[config.mk]
export PLATFORM = sky130hd
export DESIGN_NAME = eeprom_cfg_loader
export DESIGN_NICKNAME = d
export VERILOG_FILES = /design/src/rtl/eeld_pkg.sv /design/src/rtl/eeld_mw_reader.sv /design/src/rtl/eeld_cfg_regs.sv /design/src/rtl/eeprom_cfg_loader.sv
export SDC_FILE = /design/constraint.sdc
export NUM_CORES = 1
export LEC_CHECK = 0
export BUFFER_PORTS_ARGS = -buffer_cell sky130_fd_sc_hd__buf_2
export CORE_MARGIN = 1.5
export CORE_UTILIZATION = 29
export DETAILED_ROUTE_END_ITERATION = 6
export PLACE_DENSITY = 0.6
export SYNTH_ARGS = -nofsm -noshare
export SYNTH_HDL_FRONTEND = slang
export SYNTH_HIERARCHICAL = 1
export SYNTH_SLANG_ARGS = --single-unit
export TNS_END_PERCENT = 5
[constraint.sdc]
create_clock -name clk -period 4.15 [get_ports clk]
set_input_delay 0.83 -clock clk [delete_from_list [all_inputs] [get_ports clk]]
set_output_delay 0.83 -clock clk [all_outputs]
set_load 0.01 [all_outputs]
[src/rtl/eeld_pkg.sv]
package eeld_pkg;
  localparam int IDX_W = 4;

  localparam logic [IDX_W-1:0] IDX_SIG   = 4'd0;
  localparam logic [IDX_W-1:0] IDX_ID_LO = 4'd1;
  localparam logic [IDX_W-1:0] IDX_ID_HI = 4'd2;
  localparam logic [IDX_W-1:0] IDX_SS_LO = 4'd3;
  localparam logic [IDX_W-1:0] IDX_SS_HI = 4'd4;
  localparam logic [IDX_W-1:0] IDX_PWR   = 4'd5;
  localparam logic [IDX_W-1:0] IDX_GAP   = 4'd6;
  localparam logic [IDX_W-1:0] IDX_TM_LO = 4'd7;
  localparam logic [IDX_W-1:0] IDX_TM_HI = 4'd8;
  localparam logic [IDX_W-1:0] IDX_LAT   = 4'd9;
  localparam logic [IDX_W-1:0] IDX_LAST  = 4'd9;

  localparam logic [1:0] RD_OPCODE = 2'b10;

  typedef enum logic [2:0] {LD_BOOT, LD_ISSUE, LD_WAIT, LD_FIN, LD_DONE, LD_SKIP} ld_state_t;
  typedef enum logic [2:0] {MW_IDLE, MW_SETUP, MW_SHIFT, MW_HOLD, MW_GAP} mw_state_t;
endpackage

[src/rtl/eeld_mw_reader.sv]
module eeld_mw_reader
  import eeld_pkg::*;
#(
  parameter int DIV     = 4,
  parameter int WADDR_W = 7,
  parameter int WORD_W  = 16
) (
  input  logic               clk,
  input  logic               rst,
  input  logic               word_mode,
  input  logic               start,
  input  logic [WADDR_W:0]   addr,
  output logic               rd_done,
  output logic [WORD_W-1:0]  rd_data,
  output logic               cs,
  output logic               sk,
  output logic               mosi,
  input  logic               miso
);
  localparam int BADDR_W = WADDR_W + 1;
  localparam int BYTE_W  = WORD_W / 2;
  localparam int CMD_W   = 3 + BADDR_W;
  localparam int DIV_W   = (DIV > 1) ? $clog2(DIV) : 1;
  localparam int BIT_W   = $clog2(CMD_W + WORD_W + 1);

  mw_state_t          st;
  logic [DIV_W-1:0]   div_cnt;
  logic               tick;
  logic               ph;
  logic [BIT_W-1:0]   bit_cnt;
  logic [BIT_W-1:0]   n_cmd;
  logic [BIT_W-1:0]   n_tot;
  logic [CMD_W-1:0]   cmd_sr;
  logic [WORD_W-1:0]  rx_sr;

  assign tick  = (div_cnt == DIV_W'(DIV - 1));
  assign n_cmd = word_mode ? BIT_W'(CMD_W - 1) : BIT_W'(CMD_W);
  assign n_tot = word_mode ? BIT_W'(CMD_W + WORD_W) : BIT_W'(CMD_W + 1 + BYTE_W);

  always_ff @(posedge clk) begin
    if (rst) begin
      st      <= MW_IDLE;
      div_cnt <= '0;
      ph      <= 1'b0;
      bit_cnt <= '0;
      cmd_sr  <= '0;
      rx_sr   <= '0;
      cs      <= 1'b0;
      sk      <= 1'b0;
      mosi    <= 1'b0;
      rd_done <= 1'b0;
      rd_data <= '0;
    end else begin
      rd_done <= 1'b0;
      if (st == MW_IDLE || tick) div_cnt <= '0;
      else div_cnt <= div_cnt + 1'b1;
      case (st)
        MW_IDLE: if (start) begin
          cs      <= 1'b1;
          sk      <= 1'b0;
          ph      <= 1'b0;
          bit_cnt <= '0;
          rx_sr   <= '0;
          cmd_sr  <= word_mode ? {1'b1, RD_OPCODE, addr[WADDR_W-1:0], 1'b0}
                               : {1'b1, RD_OPCODE, addr};
          mosi    <= 1'b1;
          st      <= MW_SETUP;
        end
        MW_SETUP: if (tick) begin
          ph <= ~ph;
          if (ph) st <= MW_SHIFT;
        end
        MW_SHIFT: if (tick) begin
          if (!sk) begin
            sk <= 1'b1;
            if (bit_cnt >= n_cmd) rx_sr <= {rx_sr[WORD_W-2:0], miso};
          end else begin
            sk <= 1'b0;
            if (bit_cnt == n_tot - 1'b1) begin
              mosi <= 1'b0;
              st   <= MW_HOLD;
            end else begin
              bit_cnt <= bit_cnt + 1'b1;
              mosi    <= cmd_sr[CMD_W-2];
              cmd_sr  <= {cmd_sr[CMD_W-2:0], 1'b0};
            end
          end
        end
        MW_HOLD: if (tick) begin
          ph <= ~ph;
          if (ph) begin
            cs <= 1'b0;
            st <= MW_GAP;
          end
        end
        MW_GAP: if (tick) begin
          ph <= ~ph;
          if (ph) begin
            st      <= MW_IDLE;
            rd_done <= 1'b1;
            rd_data <= word_mode ? rx_sr : {{BYTE_W{1'b0}}, rx_sr[BYTE_W-1:0]};
          end
        end
        default: st <= MW_IDLE;
      endcase
    end
  end

  AST_SK_NEEDS_CS: assert property (@(posedge clk) disable iff (rst) sk |-> cs);
  AST_MOSI_HELD_HIGH: assert property (@(posedge clk) disable iff (rst)
    (sk && $past(sk)) |-> $stable(mosi));
  AST_DONE_BUS_IDLE: assert property (@(posedge clk) disable iff (rst) rd_done |-> !cs);
endmodule

[src/rtl/eeld_cfg_regs.sv]
module eeld_cfg_regs
  import eeld_pkg::*;
#(
  parameter int          WORD_W     = 16,
  parameter logic [31:0] DEF_IDENT  = 32'h7954_A868,
  parameter logic [31:0] DEF_SUBSYS = 32'h7954_12D8,
  parameter logic [31:0] DEF_PWR    = 32'h0000_0000,
  parameter logic [31:0] DEF_MISC   = 32'h0000_0000,
  parameter logic [31:0] DEF_LINK   = 32'h0000_0000,
  parameter logic [31:0] DEF_TIMER  = 32'h0000_0000,
  parameter logic [31:0] DEF_LAT    = 32'h0000_0000
) (
  input  logic              clk,
  input  logic              rst,
  input  logic              wr_en,
  input  logic [IDX_W-1:0]  wr_idx,
  input  logic [WORD_W-1:0] wr_data,
  output logic [31:0]       reg_ident,
  output logic [31:0]       reg_subsys,
  output logic [31:0]       reg_pwr,
  output logic [31:0]       reg_misc,
  output logic [31:0]       reg_link,
  output logic [31:0]       reg_timer,
  output logic [31:0]       reg_lat
);
  always_ff @(posedge clk) begin
    if (rst) begin
      reg_ident  <= DEF_IDENT;
      reg_subsys <= DEF_SUBSYS;
      reg_pwr    <= DEF_PWR;
      reg_misc   <= DEF_MISC;
      reg_link   <= DEF_LINK;
      reg_timer  <= DEF_TIMER;
      reg_lat    <= DEF_LAT;
    end else if (wr_en) begin
      case (wr_idx)
        IDX_ID_LO: reg_ident[15:0]   <= wr_data;
        IDX_ID_HI: reg_ident[31:16]  <= wr_data;
        IDX_SS_LO: reg_subsys[15:0]  <= wr_data;
        IDX_SS_HI: reg_subsys[31:16] <= wr_data;
        IDX_PWR: begin
          reg_pwr[31:21]  <= wr_data[10:0];
          reg_misc[3]     <= wr_data[11];
          reg_link[14:13] <= wr_data[13:12];
        end
        IDX_TM_LO: reg_timer[15:0]   <= wr_data;
        IDX_TM_HI: reg_timer[31:16]  <= wr_data;
        IDX_LAT:   reg_lat[15:0]     <= wr_data;
        default: ;
      endcase
    end
  end

  AST_PWR_LOW_KEPT: assert property (@(posedge clk) disable iff (rst)
    wr_en |=> reg_pwr[20:0] == $past(reg_pwr[20:0]));
  AST_NO_GAP_WORD: assert property (@(posedge clk) disable iff (rst)
    wr_en |-> wr_idx != IDX_GAP);
endmodule

[src/rtl/eeprom_cfg_loader.sv]
module eeprom_cfg_loader
  import eeld_pkg::*;
#(
  parameter int          DIV        = 4,
  parameter logic [15:0] SIG_CODE   = 16'hC35A,
  parameter logic [31:0] DEF_IDENT  = 32'h7954_A868,
  parameter logic [31:0] DEF_SUBSYS = 32'h7954_12D8,
  parameter logic [31:0] DEF_PWR    = 32'h0000_0000,
  parameter logic [31:0] DEF_MISC   = 32'h0000_0000,
  parameter logic [31:0] DEF_LINK   = 32'h0000_0000,
  parameter logic [31:0] DEF_TIMER  = 32'h0000_0000,
  parameter logic [31:0] DEF_LAT    = 32'h0000_0000
) (
  input  logic        clk,
  input  logic        rst,
  input  logic        org_strap,
  input  logic        port0_rts,
  output logic        mw_cs,
  output logic        mw_sk,
  output logic        mw_mosi,
  input  logic        mw_miso,
  output logic        mw_org,
  output logic        load_done,
  output logic        load_skipped,
  output logic [31:0] reg_ident,
  output logic [31:0] reg_subsys,
  output logic [31:0] reg_pwr,
  output logic [31:0] reg_misc,
  output logic [31:0] reg_link,
  output logic [31:0] reg_timer,
  output logic [31:0] reg_lat
);
  localparam int WADDR_W = 7;
  localparam int WORD_W  = 16;
  localparam int BYTE_W  = WORD_W / 2;

  ld_state_t          st;
  logic               org_q;
  logic [IDX_W-1:0]   idx;
  logic [IDX_W-1:0]   idx_next;
  logic               hi_half;
  logic [BYTE_W-1:0]  lo_byte;
  logic               rd_start;
  logic [WADDR_W:0]   rd_addr;
  logic               rd_done;
  logic [WORD_W-1:0]  rd_data;
  logic [WORD_W-1:0]  word_now;
  logic               wr_en;
  logic [IDX_W-1:0]   wr_idx;
  logic [WORD_W-1:0]  wr_data;

  assign mw_org   = org_q;
  assign word_now = org_q ? rd_data : {rd_data[BYTE_W-1:0], lo_byte};
  assign idx_next = (idx + 1'b1 == IDX_GAP) ? idx + 4'd2 : idx + 1'b1;
  assign rd_addr  = org_q ? (WADDR_W+1)'(idx) : (WADDR_W+1)'({idx, hi_half});

  always_ff @(posedge clk) begin
    if (rst) begin
      st           <= LD_BOOT;
      org_q        <= 1'b1;
      idx          <= IDX_SIG;
      hi_half      <= 1'b0;
      lo_byte      <= '0;
      rd_start     <= 1'b0;
      wr_en        <= 1'b0;
      wr_idx       <= '0;
      wr_data      <= '0;
      load_done    <= 1'b0;
      load_skipped <= 1'b0;
    end else begin
      rd_start <= 1'b0;
      wr_en    <= 1'b0;
      case (st)
        LD_BOOT: begin
          org_q <= org_strap;
          st    <= port0_rts ? LD_SKIP : LD_ISSUE;
        end
        LD_ISSUE: begin
          rd_start <= 1'b1;
          st       <= LD_WAIT;
        end
        LD_WAIT: if (rd_done) begin
          if (!org_q && !hi_half) begin
            lo_byte <= rd_data[BYTE_W-1:0];
            hi_half <= 1'b1;
            st      <= LD_ISSUE;
          end else begin
            hi_half <= 1'b0;
            if (idx == IDX_SIG) begin
              if (word_now != SIG_CODE) st <= LD_SKIP;
              else begin
                idx <= idx_next;
                st  <= LD_ISSUE;
              end
            end else begin
              wr_en   <= 1'b1;
              wr_idx  <= idx;
              wr_data <= word_now;
              if (idx == IDX_LAST) st <= LD_FIN;
              else begin
                idx <= idx_next;
                st  <= LD_ISSUE;
              end
            end
          end
        end
        LD_FIN: begin
          load_done <= 1'b1;
          st        <= LD_DONE;
        end
        LD_SKIP: load_skipped <= 1'b1;
        default: ;
      endcase
    end
  end

  eeld_mw_reader #(.DIV(DIV), .WADDR_W(WADDR_W), .WORD_W(WORD_W)) u_reader (
    .clk(clk), .rst(rst), .word_mode(org_q), .start(rd_start), .addr(rd_addr),
    .rd_done(rd_done), .rd_data(rd_data),
    .cs(mw_cs), .sk(mw_sk), .mosi(mw_mosi), .miso(mw_miso)
  );

  eeld_cfg_regs #(
    .WORD_W(WORD_W), .DEF_IDENT(DEF_IDENT), .DEF_SUBSYS(DEF_SUBSYS), .DEF_PWR(DEF_PWR),
    .DEF_MISC(DEF_MISC), .DEF_LINK(DEF_LINK), .DEF_TIMER(DEF_TIMER), .DEF_LAT(DEF_LAT)
  ) u_regs (
    .clk(clk), .rst(rst), .wr_en(wr_en), .wr_idx(wr_idx), .wr_data(wr_data),
    .reg_ident(reg_ident), .reg_subsys(reg_subsys), .reg_pwr(reg_pwr), .reg_misc(reg_misc),
    .reg_link(reg_link), .reg_timer(reg_timer), .reg_lat(reg_lat)
  );

  AST_FLAGS_EXCL: assert property (@(posedge clk) disable iff (rst)
    !(load_done && load_skipped));
  AST_DONE_STICKY: assert property (@(posedge clk) disable iff (rst)
    load_done |=> load_done);
  AST_SKIP_STICKY: assert property (@(posedge clk) disable iff (rst)
    load_skipped |=> load_skipped);
  AST_ORG_HELD: assert property (@(posedge clk) disable iff (rst)
    (st != LD_BOOT) |=> $stable(mw_org));
  AST_SKIP_BUS_IDLE: assert property (@(posedge clk) disable iff (rst)
    load_skipped |-> !mw_cs);
  AST_DONE_BUS_IDLE: assert property (@(posedge clk) disable iff (rst)
    load_done |-> !mw_cs);
  AST_REGS_FROZEN: assert property (@(posedge clk) disable iff (rst)
    (load_done || load_skipped) |=> ($stable(reg_ident) && $stable(reg_pwr) && $stable(reg_timer)));
endmodule

# == Yosys cells after proc, flatten, opt, wreduce, memory -nomap -nowiden ==
# Cells that the tools add are included.
# totals
regBits,224
in_bits,5
wordCells,180
# classes
reduce_logical,36
muxes,61
bitwise,7
n_lt_le_gt_ge,1
n_addsub,5
n_eq_ne,38
# op_table
op,n
16-bit two-way mux,6
3-bit two-way mux,15
10-bit two-way mux,4
16-bit case mux with 2 select lines,1
5-bit two-way mux,5
2-bit by 1-bit inequality test with 1-bit output (second input constant),12
4-bit two-way mux,5
10-bit case mux with 2 select lines,1
2-bit AND reduction,10
4-bit by 3-bit equality test with 1-bit output (second input constant),4
16-bit inequality test (second input constant),1
1-bit two-way mux,15
3-bit case mux with 5 select lines,1
5-bit AND reduction,3
3-bit by 2-bit equality test with 1-bit output (second input constant),4
4-bit equality test (second input constant),3
3-bit case mux with 4 select lines,1
3-bit AND reduction,4
4-bit AND reduction,3
2-bit inequality test (second input constant),5
5-bit case mux with 2 select lines,1
10-bit AND reduction,1
4-bit by 2-bit equality test with 1-bit output (second input constant),2
1-bit case mux with 2 select lines,4
24 further kinds,37

# == Logic depth before layout (Yosys ltp) ==
# logic_depth
word_depth,7
ltp_mapped,10
depth_no_buf,7

# == Hierarchy ==
# The synthesis kept the hierarchy.
# by_module_without_submodules
module,area_each_um2,n_inst,seq_area_each_um2,cells_each
eeld_cfg_regs,5741.8,1,2522.4,552
eeld_mw_reader,2409.8,1,1141.1,267
eeprom_cfg_loader,2084.5,1,820.8,226

# == Worst setup path before layout ==
# No wires, ideal clock.
# synth_timing
path_kind,reg2reg
startpoint,"register org_q, in the netlist mw_org"
endpoint,register u_reader.rx_sr[15]
n_path_buf,4
period_less_slack_ps,2545
setup_slack_ps,1605
t_required_ps,4033
arrival_time_ps,2428
setup_time_ps,117
stages_incl_launch_ff,11
cell_sequence,dfxtp_1 buf_2 clkbuf_1 inv_1 ha_1 nand2b_1 a211o_1 and3_1 buf_4 buf_6 a22o_1
# synth_via
elab_chain_cells,4
# synth_lines
element,line,source
"start, declared",eeprom_cfg_loader.sv:38,logic org_q;
"start signal, assigned",eeprom_cfg_loader.sv:75,org_q <= org_strap;
1-bit two-way mux,eeld_mw_reader.sv:37,assign n_cmd = word_mode ? BIT_W'(CMD_W - 1) : BIT_W'(CMD_W);
5-bit greater-or-equal comparator,eeld_mw_reader.sv:76,"if (bit_cnt >= n_cmd) rx_sr <= {rx_sr[WORD_W-2:0], miso};"
2-bit by 1-bit inequality test with 1-bit output (no line),--,
5-bit AND reduction (no line),--,
"end signal, assigned",eeld_mw_reader.sv:76,
"end, declared",eeld_mw_reader.sv:34,logic [WORD_W-1:0] rx_sr;
# No other way between the ends.
# A chain may end at the register's enable or synchronous reset.

# == Worst setup path in the final report ==
# layout_timing
startpoint,"register org_q, in the netlist mw_org"
endpoint,register u_reader.rx_sr[13]
# The elaborated chain is that of the path after synthesis.

==> results.py <==
metrics = {
    "cells_and_area": {
        "layout-drive-gt1-share": 0.191,
        "area.growth.synth_to_final_pct": 13.2,
        "nFillCells": 3544,
        "n_antenna_cell": 0,
        "fin_nets": 1161,
    },
    "global_routing": {
        "grt_overflow": 0,
        "grt_pass1_vias": 6622,
        "grt_pass1_wl_um": 37300,
        "antenna_found_initial": 0,
        "grt_max_degree": 110,
        "grt_usage": 0.129,
    },
    "critical_path": {
        "crit_fanout": 20,
        "r2r-end": "u_reader/rx_sr[13]",
        "start_kind": "register",
        "r2r_cells": 6,
        "required_ns": 4.61,
        "critical_path_class": "register to register",
        "rrSetupSlack_ns": 1.80,
        "reg2reg_from": "mw_org",
        "arrival_ns": 2.81,
        "cp-end-kind": "register",
    },
    "synthesis": {
        "synth_seq_cells": 224,
        "yosys.area.top_type": "dfxtp_1",
        "netlist_instances": 1045,
        "synth_top_area_share": 0.438,
        "synth_area_per_cell_sq_um": 9.80,
        "synth-edff-count": 0,
        "yosys-top-cells-count": "dfxtp_1, mux2i_1, nand2b_1",
        "synth_area_sq_um": 10200,
        "ys.flop_type": "dfxtp_1",
        "synth.area.top_cells": "dfxtp_1, mux2i_1, buf_4",
        "async_reset_ff_frac": 0,
        "synth.yosys.warnings": 6,
        "synth_most_common_cell": "dfxtp_1",
        "ys_seq_area_frac": 0.438,
        "synth_cell_type_count": 68,
    },
    "power": {
        "vdd_ir_drop_max_mv": 0.290,
        "p_switching_mw": 1.11,
        "internal_power_mw": 3.67,
        "share_comb_of_total_power": 0.053,
        "p_total_mw": 4.78,
        "p_leak_nw": 5.31,
        "seqPwrFrac": 0.461,
        "p_sw_frac": 0.232,
        "power_density_nw_per_um2": 413,
        "clkPwrFrac": 0.486,
    },
    "floorplan": {
        "ioPinCount": 235,
        "rows": 68,
        "dieArea_sq_um": 36400,
        "core_area_sq_um": 34600,
        "dieHeight_um": 191,
        "die_x_um": 191,
        "initial_core_util": 0.296,
    },
    "hold_path": {
        "min_from": "u_reader/div_cnt[0]",
        "hp-class": "register to register",
        "min_to": "u_reader/div_cnt[0]",
        "holdPathStages": 1,
    },
    "drt": {
        "drc_errors": 0,
        "wl_per_cell_um": 15.3,
        "ant_nets": 0,
        "via_count": 7208,
        "first_iter_violations": 387,
        "wirelength_um": 24900,
        "first_pass_iters": 4,
        "via_per_inst": 4.45,
    },
    "sta": {
        "rsz0062_at_grt": "false",
        "worst_slew_pin_slew_ns": 0.864,
        "setup_violations": 0,
        "slew_headroom": 0.423,
        "setup-tns-final_ns": 0,
        "min_period_over_period": 0.565,
        "fin_skew_ns": 0.0227,
        "final_max_slew_viol_count": 0,
        "hold_viol": 0,
        "fmax_mhz": 426,
        "min_period_ns": 2.35,
    },
    "cts": {
        "cts_setup_buffers": 0,
        "numCtsBuffers": 24,
        "cts_resized": 0,
        "htree_levels": 1,
        "cts_root_buffer": "clkbuf_16",
        "clk_latency_ns": 0.54,
        "cts_sinks": 224,
        "cts_hold_buf": 0,
        "tritoncts": "yes",
        "cts_buffer_depth": 3,
        "clk_pin_slew_worst_paths_ns": 0.07,
    },
    "run_status": {
        "outcome": "finished clean",
    },
    "flow_run": {
        "cap_violations": 0,
    },
    "placed_design": {
        "gp_congestion": 0.761,
        "port_buffers": 136,
        "dp_hpwl_um": 17100,
    },
}
[cell usage in the layout (no fill, tap or decap), types with 3 or more instances in the layout]
cell	n
dfxtp_1	223
mux2i_1	156
buf_2	135
nand2b_1	118
conb_1	103
nor2_1	91
nand2_1	50
a21oi_1	42
clkbuf_16	24
nand3_1	16
a22o_1	16
o21ai_1	13
a211oi_2	12
nand4_1	11
o21ai_0	10
inv_1	9
nor2b_1	7
a211oi_1	7
nor3_1	7
ha_1	7
o2111ai_1	7
clkbuf_8	6
buf_4	6
and3_1	6
nor2_2	5
nor4_1	4
bufinv_16	4
clkbuf_1	4
a31oi_1	3
nor3_2	3
and3b_1	3
xor2_1	3
a22oi_1	3
nand2_2	3
[final cells by class]
type | instances | area, sq um | share of cell area
Clock buffer | 34 | 698 | 0.0603
Tap cell | 455 | 569 | 0.0491
Multi-Input combinational cell | 748 | 4910 | 0.424
Sequential cell | 224 | 4490 | 0.387
Inverter | 9 | 33.8 | 0.00292
Timing Repair Buffer | 142 | 732 | 0.0632
Clock inverter | 8 | 158 | 0.0136
[critical path: stages, from the launching register on]
cell and delay (ns):
dfxtp_2 0.59, inv_1 0.12, ha_1 0.31, nand2b_1 0.15
a211o_1 0.32, a21oi_2 0.58, a22o_1 0.22
[power groups by stage]
| stage | clock network [mW] | logic, mW | registers, mW |
|---|---|---|---|
| floorplan | 0 | 0.294 | 2.23 |
| global placement | 0 | 0.251 | 2.25 |
| detailed placement | 0 | 0.251 | 2.25 |
| CTS | 2.39 | 0.252 | 2.20 |
| global route | 2.47 | 0.277 | 2.21 |
| finish | 2.32 | 0.251 | 2.20 |
[kinds of logic after synthesis]
| kind of cell | count (synthesis) | synth area share |
|---|---|---|
| AO/OA/AOI/OAI | 128 | 0.0881 |
| other | 2 | 0.000734 |
| XOR/XNOR | 4 | 0.00342 |
| AND/OR/NAND/NOR | 348 | 0.187 |
| adder cells (fa/ha/maj) | 7 | 0.00856 |
| buffers and inverters | 174 | 0.119 |
| flip-flops | 224 | 0.438 |
| multiplexers | 158 | 0.155 |
[metal layers]
layer	global-route usage	wire length, um
met1	0.180	11800
met4	0.0321	526
met2	0.206	11100
met3	0.0217	1480
met5	0	0
[metrics by stage]
stage	hold WS (ns)	instance area, sq um	worst slack [ns]	util	instances
2_1_floorplan	0.408	10600	1.60	-	1146
3_3_place_gp	0.415	10700	1.77	0.310	1578
3_5_place_dp	0.425	10700	1.71	0.310	1578
4_1_cts	0.435	11600	1.80	0.335	1620
5_1_grt	0.473	11600	1.69	0.335	1620
6_report	0.433	11600	1.80	0.335	1620
[sequential cells by signal, indices dropped and copies added (netlist names), 2 cells and up]
signal             flops
u_regs/reg_pwr        11
u_reader/rd_data      16
wr_data               16
u_regs/reg_timer      32
wr_idx                 4
u_regs/reg_subsys     32
u_regs/reg_ident      32
u_reader/div_cnt       2
u_reader/rx_sr        16
u_regs/reg_lat        16
u_reader/bit_cnt       5
st                     3
u_regs/reg_link        2
u_reader/st            3
u_reader/cmd_sr       10
lo_byte                8
idx                    4
[how the worst max path moves through the flow]
stage                 from                    end  slack (ns)  depth (start not counted)
floorplan           mw_org     u_reader/rx_sr[15]        1.60                         10
global placement       rst  u_regs/reg_subsys[31]        1.77                          4
detailed placement     rst  u_regs/reg_subsys[31]        1.71                          4
CTS                 mw_org      u_reader/rx_sr[8]        1.80                          6
global route        mw_org      u_reader/rx_sr[5]        1.69                          6
finish              mw_org     u_reader/rx_sr[13]        1.80                          6
Note: power is estimated with default switching activity, not from simulation.
